### config.mk
export PLATFORM = sky130hd
export DESIGN_NAME = hash_qsel
export DESIGN_NICKNAME = d
export VERILOG_FILES = /design/src/rtl/hqs_pkg.sv /design/src/rtl/hqs_cfg_check.sv /design/src/rtl/hqs_window.sv /design/src/rtl/hqs_combine.sv /design/src/rtl/hash_qsel.sv
export SDC_FILE = /design/constraint.sdc
export NUM_CORES = 1
export LEC_CHECK = 0
export BUFFER_PORTS_ARGS = -buffer_cell sky130_fd_sc_hd__buf_2
export CAP_MARGIN = 20
export CORE_MARGIN = 1
export CORE_UTILIZATION = 55
export DETAILED_ROUTE_END_ITERATION = 12
export PLACE_DENSITY = 0.82
export SYNTH_ARGS = -nofsm -noshare
export SYNTH_HDL_FRONTEND = slang
export SYNTH_SLANG_ARGS = --single-unit
export TNS_END_PERCENT = 30
### constraint.sdc
create_clock -name clk -period 7 [get_ports clk]
set_clock_uncertainty 0.2 [all_clocks]
set_input_delay 1.05 -clock clk [delete_from_list [all_inputs] [get_ports clk]]
set_output_delay 1.05 -clock clk [all_outputs]
set_load 0.01 [all_outputs]
### src/rtl/hqs_pkg.sv
// Package: default widths and limits shared by the selector modules.
// Assumes the queue window is never wider than the hash.
package hqs_pkg;
    localparam int HASH_W     = 64;
    localparam int QID_W      = 24;
    localparam int PP_W       = 8;
    localparam int CFG_W      = 32;
    localparam int SHIFT_W    = 6;
    localparam int PP_SHIFT_W = 5;

    // Largest hash shift that still leaves a full queue window.
    function automatic int max_hash_shift(input int hw, input int qw);
        return hw - qw;
    endfunction
endpackage

### src/rtl/hqs_cfg_check.sv
// Configuration checker: flags shift, mask and base fields that break
// their limits. Hash-side limits apply only when some output uses the hash.
// The profile shift limit applies only when the profile is not bypassed.
// Assumes CFG_W > QID_W.
module hqs_cfg_check #(
    parameter int QID_W      = 24,
    parameter int CFG_W      = 32,
    parameter int SHIFT_W    = 6,
    parameter int PP_SHIFT_W = 5,
    parameter int MAX_SHIFT  = 40
) (
    input  logic [SHIFT_W-1:0]    hash_shift,
    input  logic [CFG_W-1:0]      hash_mask,
    input  logic [CFG_W-1:0]      base_qid,
    input  logic                  qid_bypass,
    input  logic [PP_SHIFT_W-1:0] pp_shift,
    input  logic                  pp_bypass,
    output logic                  cfg_bad
);
    localparam int MAX_PP_SHIFT = QID_W - 1;

    logic uses_hash;
    logic shift_bad;
    logic mask_bad;
    logic base_bad;
    logic pp_bad;

    // Combine the individual limit checks into one error flag.
    always_comb begin
        uses_hash = !qid_bypass || !pp_bypass;
        shift_bad = int'(hash_shift) > MAX_SHIFT;
        mask_bad  = |hash_mask[CFG_W-1:QID_W];
        base_bad  = |base_qid[CFG_W-1:QID_W];
        pp_bad    = int'(pp_shift) > MAX_PP_SHIFT;
        cfg_bad   = base_bad
                  || (uses_hash && (shift_bad || mask_bad))
                  || (!pp_bypass && pp_bad);
    end
endmodule

### src/rtl/hqs_window.sv
// Window extractor: shifts the hash right and masks a QID_W-bit window.
// Assumes HASH_W >= QID_W.
module hqs_window #(
    parameter int HASH_W  = 64,
    parameter int QID_W   = 24,
    parameter int CFG_W   = 32,
    parameter int SHIFT_W = 6
) (
    input  logic [HASH_W-1:0]  hash,
    input  logic [SHIFT_W-1:0] shift,
    input  logic [CFG_W-1:0]   mask,
    output logic [QID_W-1:0]   window
);
    logic [HASH_W-1:0] shifted;

    // Shift the hash, then keep the masked low window.
    always_comb begin
        shifted = hash >> shift;
        window  = shifted[QID_W-1:0] & mask[QID_W-1:0];
    end
endmodule

### src/rtl/hqs_combine.sv
// Result combiner: forms the queue identifier and the profile index from
// the masked window. It applies the bypass bits and the error fallback.
// Assumes PP_W <= QID_W.
module hqs_combine #(
    parameter int QID_W      = 24,
    parameter int PP_W       = 8,
    parameter int CFG_W      = 32,
    parameter int PP_SHIFT_W = 5
) (
    input  logic [QID_W-1:0]      window,
    input  logic [CFG_W-1:0]      base_qid,
    input  logic                  qid_bypass,
    input  logic [PP_W-1:0]       pp_base,
    input  logic [PP_SHIFT_W-1:0] pp_shift,
    input  logic [PP_W-1:0]       pp_mask,
    input  logic                  pp_bypass,
    input  logic                  cfg_bad,
    output logic [QID_W-1:0]      qid,
    output logic [PP_W-1:0]       pp
);
    logic [QID_W-1:0] pp_src;
    logic [PP_W-1:0]  pp_part;

    // Queue identifier: base ORed with window unless bypassed or invalid.
    always_comb begin
        if (cfg_bad || qid_bypass) qid = base_qid[QID_W-1:0];
        else                       qid = base_qid[QID_W-1:0] | window;
    end

    // Profile index: base plus masked window slice, wrapping at PP_W bits.
    always_comb begin
        pp_src  = window >> pp_shift;
        pp_part = pp_src[PP_W-1:0] & pp_mask;
        if (cfg_bad || pp_bypass) pp = pp_base;
        else                      pp = pp_base + pp_part;
    end
endmodule

### src/rtl/hash_qsel.sv
// Hash-based queue and profile selector, top level.
// Samples hash and configuration together when in_valid && in_ready.
// It holds one result in an output register drained by out_ready.
// Assumes the configuration is stable only in the cycle it is sampled.
module hash_qsel #(
    parameter int HASH_W     = hqs_pkg::HASH_W,
    parameter int QID_W      = hqs_pkg::QID_W,
    parameter int PP_W       = hqs_pkg::PP_W,
    parameter int CFG_W      = hqs_pkg::CFG_W,
    parameter int SHIFT_W    = hqs_pkg::SHIFT_W,
    parameter int PP_SHIFT_W = hqs_pkg::PP_SHIFT_W
) (
    input  logic                  clk,
    input  logic                  rst_n,
    input  logic                  in_valid,
    output logic                  in_ready,
    input  logic [HASH_W-1:0]     in_hash,
    input  logic [SHIFT_W-1:0]    cfg_hash_shift,
    input  logic [CFG_W-1:0]      cfg_hash_mask,
    input  logic [CFG_W-1:0]      cfg_base_qid,
    input  logic                  cfg_qid_bypass,
    input  logic [PP_W-1:0]       cfg_pp_base,
    input  logic [PP_SHIFT_W-1:0] cfg_pp_shift,
    input  logic [PP_W-1:0]       cfg_pp_mask,
    input  logic                  cfg_pp_bypass,
    output logic                  out_valid,
    input  logic                  out_ready,
    output logic [QID_W-1:0]      out_qid,
    output logic [PP_W-1:0]       out_pp,
    output logic                  out_err
);
    localparam int MAX_SHIFT = hqs_pkg::max_hash_shift(HASH_W, QID_W);

    logic             cfg_bad;
    logic [QID_W-1:0] window;
    logic [QID_W-1:0] nxt_qid;
    logic [PP_W-1:0]  nxt_pp;
    logic             take;

    hqs_cfg_check #(
        .QID_W(QID_W), .CFG_W(CFG_W), .SHIFT_W(SHIFT_W),
        .PP_SHIFT_W(PP_SHIFT_W), .MAX_SHIFT(MAX_SHIFT)
    ) u_check (
        .hash_shift(cfg_hash_shift), .hash_mask(cfg_hash_mask),
        .base_qid(cfg_base_qid), .qid_bypass(cfg_qid_bypass),
        .pp_shift(cfg_pp_shift), .pp_bypass(cfg_pp_bypass),
        .cfg_bad(cfg_bad)
    );

    hqs_window #(
        .HASH_W(HASH_W), .QID_W(QID_W), .CFG_W(CFG_W), .SHIFT_W(SHIFT_W)
    ) u_window (
        .hash(in_hash), .shift(cfg_hash_shift), .mask(cfg_hash_mask),
        .window(window)
    );

    hqs_combine #(
        .QID_W(QID_W), .PP_W(PP_W), .CFG_W(CFG_W), .PP_SHIFT_W(PP_SHIFT_W)
    ) u_combine (
        .window(window), .base_qid(cfg_base_qid), .qid_bypass(cfg_qid_bypass),
        .pp_base(cfg_pp_base), .pp_shift(cfg_pp_shift), .pp_mask(cfg_pp_mask),
        .pp_bypass(cfg_pp_bypass), .cfg_bad(cfg_bad),
        .qid(nxt_qid), .pp(nxt_pp)
    );

    // Accept when the output register is empty or being drained.
    always_comb begin
        in_ready = !out_valid || out_ready;
        take     = in_valid && in_ready;
    end

    // Output register: load on accept, clear valid when drained.
    always_ff @(posedge clk) begin
        if (!rst_n) begin
            out_valid <= 1'b0;
            out_qid   <= '0;
            out_pp    <= '0;
            out_err   <= 1'b0;
        end else if (take) begin
            out_valid <= 1'b1;
            out_qid   <= nxt_qid;
            out_pp    <= nxt_pp;
            out_err   <= cfg_bad;
        end else if (out_ready) begin
            out_valid <= 1'b0;
        end
    end
endmodule

==> results.yml <==
global_routing:
  grt_usage_pct: 38.6
  grt_overflow: 0
  antenna_found_initial: 0
  grt_pass1_vias: 7855
  grt_max_degree: 79
  grt_pass1_wl_um: 44200
detailed_routing:
  post-route-drc-count: 0
  via_count: 9009
  drt.antenna.violating_nets: 0
  drtIter0Drc: 1530
  totalWireLength_um: 30000
  firstDrtPassIters: 7
  drt-vias-per-instance: 7.41
  wl_per_cell_um: 24.7
cts:
  htree_levels: 2
  ctsHoldBuffers: 0
  numCtsBuffers: 5
  ctsResizeCount: 0
  cts_tree: "done"
  postCtsSetupBuffers: 0
  clk_pin_slew_worst_paths_ns: 0.05
  root_buffer: "clkbuf_16"
  worstSkewPairLatency_ns: 0.28
  cts.sinks: 34
  cts_buffer_depth: 2
sta:
  worst_slew_pin_slew_ns: 0.780
  fin_crit_ns: 6.60
  relSlewSlack_pct: 48.0
  slew_viol_final: 0
  fmax_ghz: 0.152
  finalHoldViolCount: 0
  worst_slack_ns: 0.401
  rsz0062_at_grt: "false"
  timing.final.crit_share_pct: 94.3
  finalSetupViolations: 0
  tns_ns: 0
worst_setup_path:
  cp-end-kind: "flip-flop"
  rrSetupSlack_ns: 5.23
  critPathKind: "input port to flip-flop"
  r2r-start: "out_valid"
  cp.required_ns: 6.97
  cp-endpoint: "out_pp[7]"
  cp-start-kind: "input port"
  startpoint: "cfg_hash_shift[0]"
  path_max_fanout: 50
  timing.rr.end: "out_pp[7]"
  arrival_ns: 6.57
  r2r_cells: 5
logic_synthesis:
  avgSynthCellArea_um2: 9.15
  synth_compound_gate_area_share_pct: 19.7
  synth_top_cell_by_area: "mux4_2"
  ys_async_sr_fraction_pct: 0
  synth_top_family_by_area: "multiplexers"
  synthMuxAreaShare_pct: 44.0
  ys.flop_type: "dfxtp_1"
  synth-simple-area-share_pct: 17.5
  synth_fa_ha_area_share_pct: 1.33
  synth.top_cell.area_share_pct: 22.3
  yosysWarnings: 0
  synthesis.nets: 1051
  synthDistinctLibCells: 86
  ys_ff_latch: 34
  synth-xor-area-share_pct: 0.543
  syn-cell-area_um2: 8070
  synth.area.top_cells: "mux4_2 (22%), mux2i_1 (11%), dfxtp_1 (8.4%)"
  synth-edff-count: 0
  ys_seq_area_share_pct: 8.44
  syn_inst: 882
die:
  die_area_um2: 15200
  io-pin-count: 196
  die_h_um: 123
  die_w_um: 123
  num_rows: 43
  core_um2: 14100
  initial_core_util_pct: 57.2
min_path:
  hold_path.class: "flip-flop to flip-flop"
final_layout:
  final_nets: 1203
  diodes: 0
  num-fill-cells: 1200
  multi_input_area_um2: 6710
  area_growth_pct: 12.9
  drive_gt1_share_pct: 35.7
  seqCellArea_um2: 681
  final-instance-count-excl-fill: 1215
place:
  gp_congestion: 1.05
  numPortBuffers: 195
  dp_slack_ns: 0.199
  dp_cells: 1207
  hpwl_um: 23300
power:
  power.leakage_nw: 3.79
  ir_worst_vdd_uv: 98.2
  p_per_area_nw_per_um2: 119
run:
  max_cap_violations: 0
run_status:
  status: "finished clean"
## layout make-up
class                           instances  area share (%)
Clock inverter                          2           0.137
Multi-Input combinational cell        745            73.6
Sequential cell                        34            7.47
Clock buffer                            6            1.52
Tap cell                              180            2.47
Inverter                               18           0.742
Timing Repair Buffer                  230            14.0
## layer usage
metal / global-route usage, % / up-vias / part of all wire [%]
li1: - / 3856 / -
met1: 52.1 / 4221 / 37
met2: 61.2 / 789 / 46
met3: 5.12 / 143 / 12
met4: 18.4 / 0 / 5.6
met5: 0 / - / 0
## worst min path at each step
stage | endpoint | depth (start not counted) | slack [ns] | start
floorplan | out_pp[1] | 2 | 0.32 | out_pp[1]
global placement | out_pp[0] | 1 | 0.28 | out_pp[0]
detailed placement | out_pp[0] | 1 | 0.28 | out_pp[0]
CTS | out_pp[0] | 1 | 0.30 | out_pp[0]
global route | out_pp[0] | 1 | 0.30 | out_pp[0]
finish | out_pp[0] | 1 | 0.29 | out_pp[0]
## cell families after synthesis
kind of cell / after synthesis
xor gates and xnor gates: 5
buffers and inverters: 103
and+or+nand+nor: 291
DFF: 34
AOI/OAI and AO/OA: 221
adders and majority gates: 8
muxes: 220
## where the power goes
| group | leakage, nW | switching [mW] | internal [mW] |
|---|---|---|---|
| registers | 0.283 | 0.00707 | 0.209 |
| logic | 3.43 | 0.361 | 0.282 |
| clock network | 0.0729 | 0.0838 | 0.141 |
## synth_stat cells (5+ instances only)
library cell,n
o21ai_0,44
clkbuf_1,32
a211oi_1,14
nor2_1,91
and3_1,8
mux4_2,80
ha_1,7
inv_1,15
buf_4,7
o22ai_1,14
o211a_1,8
nor2b_1,9
clkbuf_8,10
buf_2,17
a31oi_1,11
nor3_1,31
mux4_1,19
o31ai_1,5
nor4_1,8
a32oi_1,5
nand2_1,66
nor3b_1,5
dfxtp_1,34
and2_1,10
mux2_2,33
nand4_1,13
a21oi_1,31
nand2b_1,10
nand3_1,18
buf_6,11
mux2i_1,88
o211ai_1,14
## placed cells by master, fill, tap and decap left out, types with 15 or more instances in the layout
| master | count |
|---|---|
| dfxtp_1 | 34 |
| nor3_1 | 31 |
| nor2_1 | 91 |
| a21oi_1 | 31 |
| buf_4 | 33 |
| inv_1 | 15 |
| buf_2 | 193 |
| mux2i_1 | 88 |
| nand2_1 | 66 |
| nand3_1 | 18 |
| mux4_2 | 80 |
| mux2_2 | 33 |
| o21ai_0 | 44 |
| mux4_1 | 19 |
## registers in the layout, indices dropped and copies added (netlist names)
register   cells
out_err        1
out_pp         8
out_qid       24
out_valid      1
## critical path: stages
cell	delay [ns]
clkbuf_8	0.42
buf_4	0.27
mux4_2	0.54
a32o_1	0.27
a311oi_1	0.31
a31oi_1	0.18
o21ai_1	0.33
mux2i_1	0.15
mux2_2	0.33
mux2_2	0.29
a32o_1	0.27
ha_1	0.27
a21o_1	0.18
a21oi_1	0.25
o21bai_1	0.10
a21oi_1	0.23
o21bai_1	0.09
a21oi_1	0.22
nor3_1	0.09
a221oi_1	0.38
and4_4	0.28
nor3_2	0.04
## metrics by stage
step | area [um^2] | utilization [%] | hold WS (ns) | power, mW
4_1_cts | 9100 | 64.6 | 0.295 | 1.06
3_3_place_gp | 8950 | 63.5 | 0.277 | 0.831
3_5_place_dp | 8950 | 63.5 | 0.283 | 0.839
6_report | 9110 | 64.6 | 0.294 | 1.08
2_1_floorplan | 8070 | - | 0.317 | 0.638
5_1_grt | 9110 | 64.6 | 0.301 | 1.12
(Power assumes the default switching activity.)
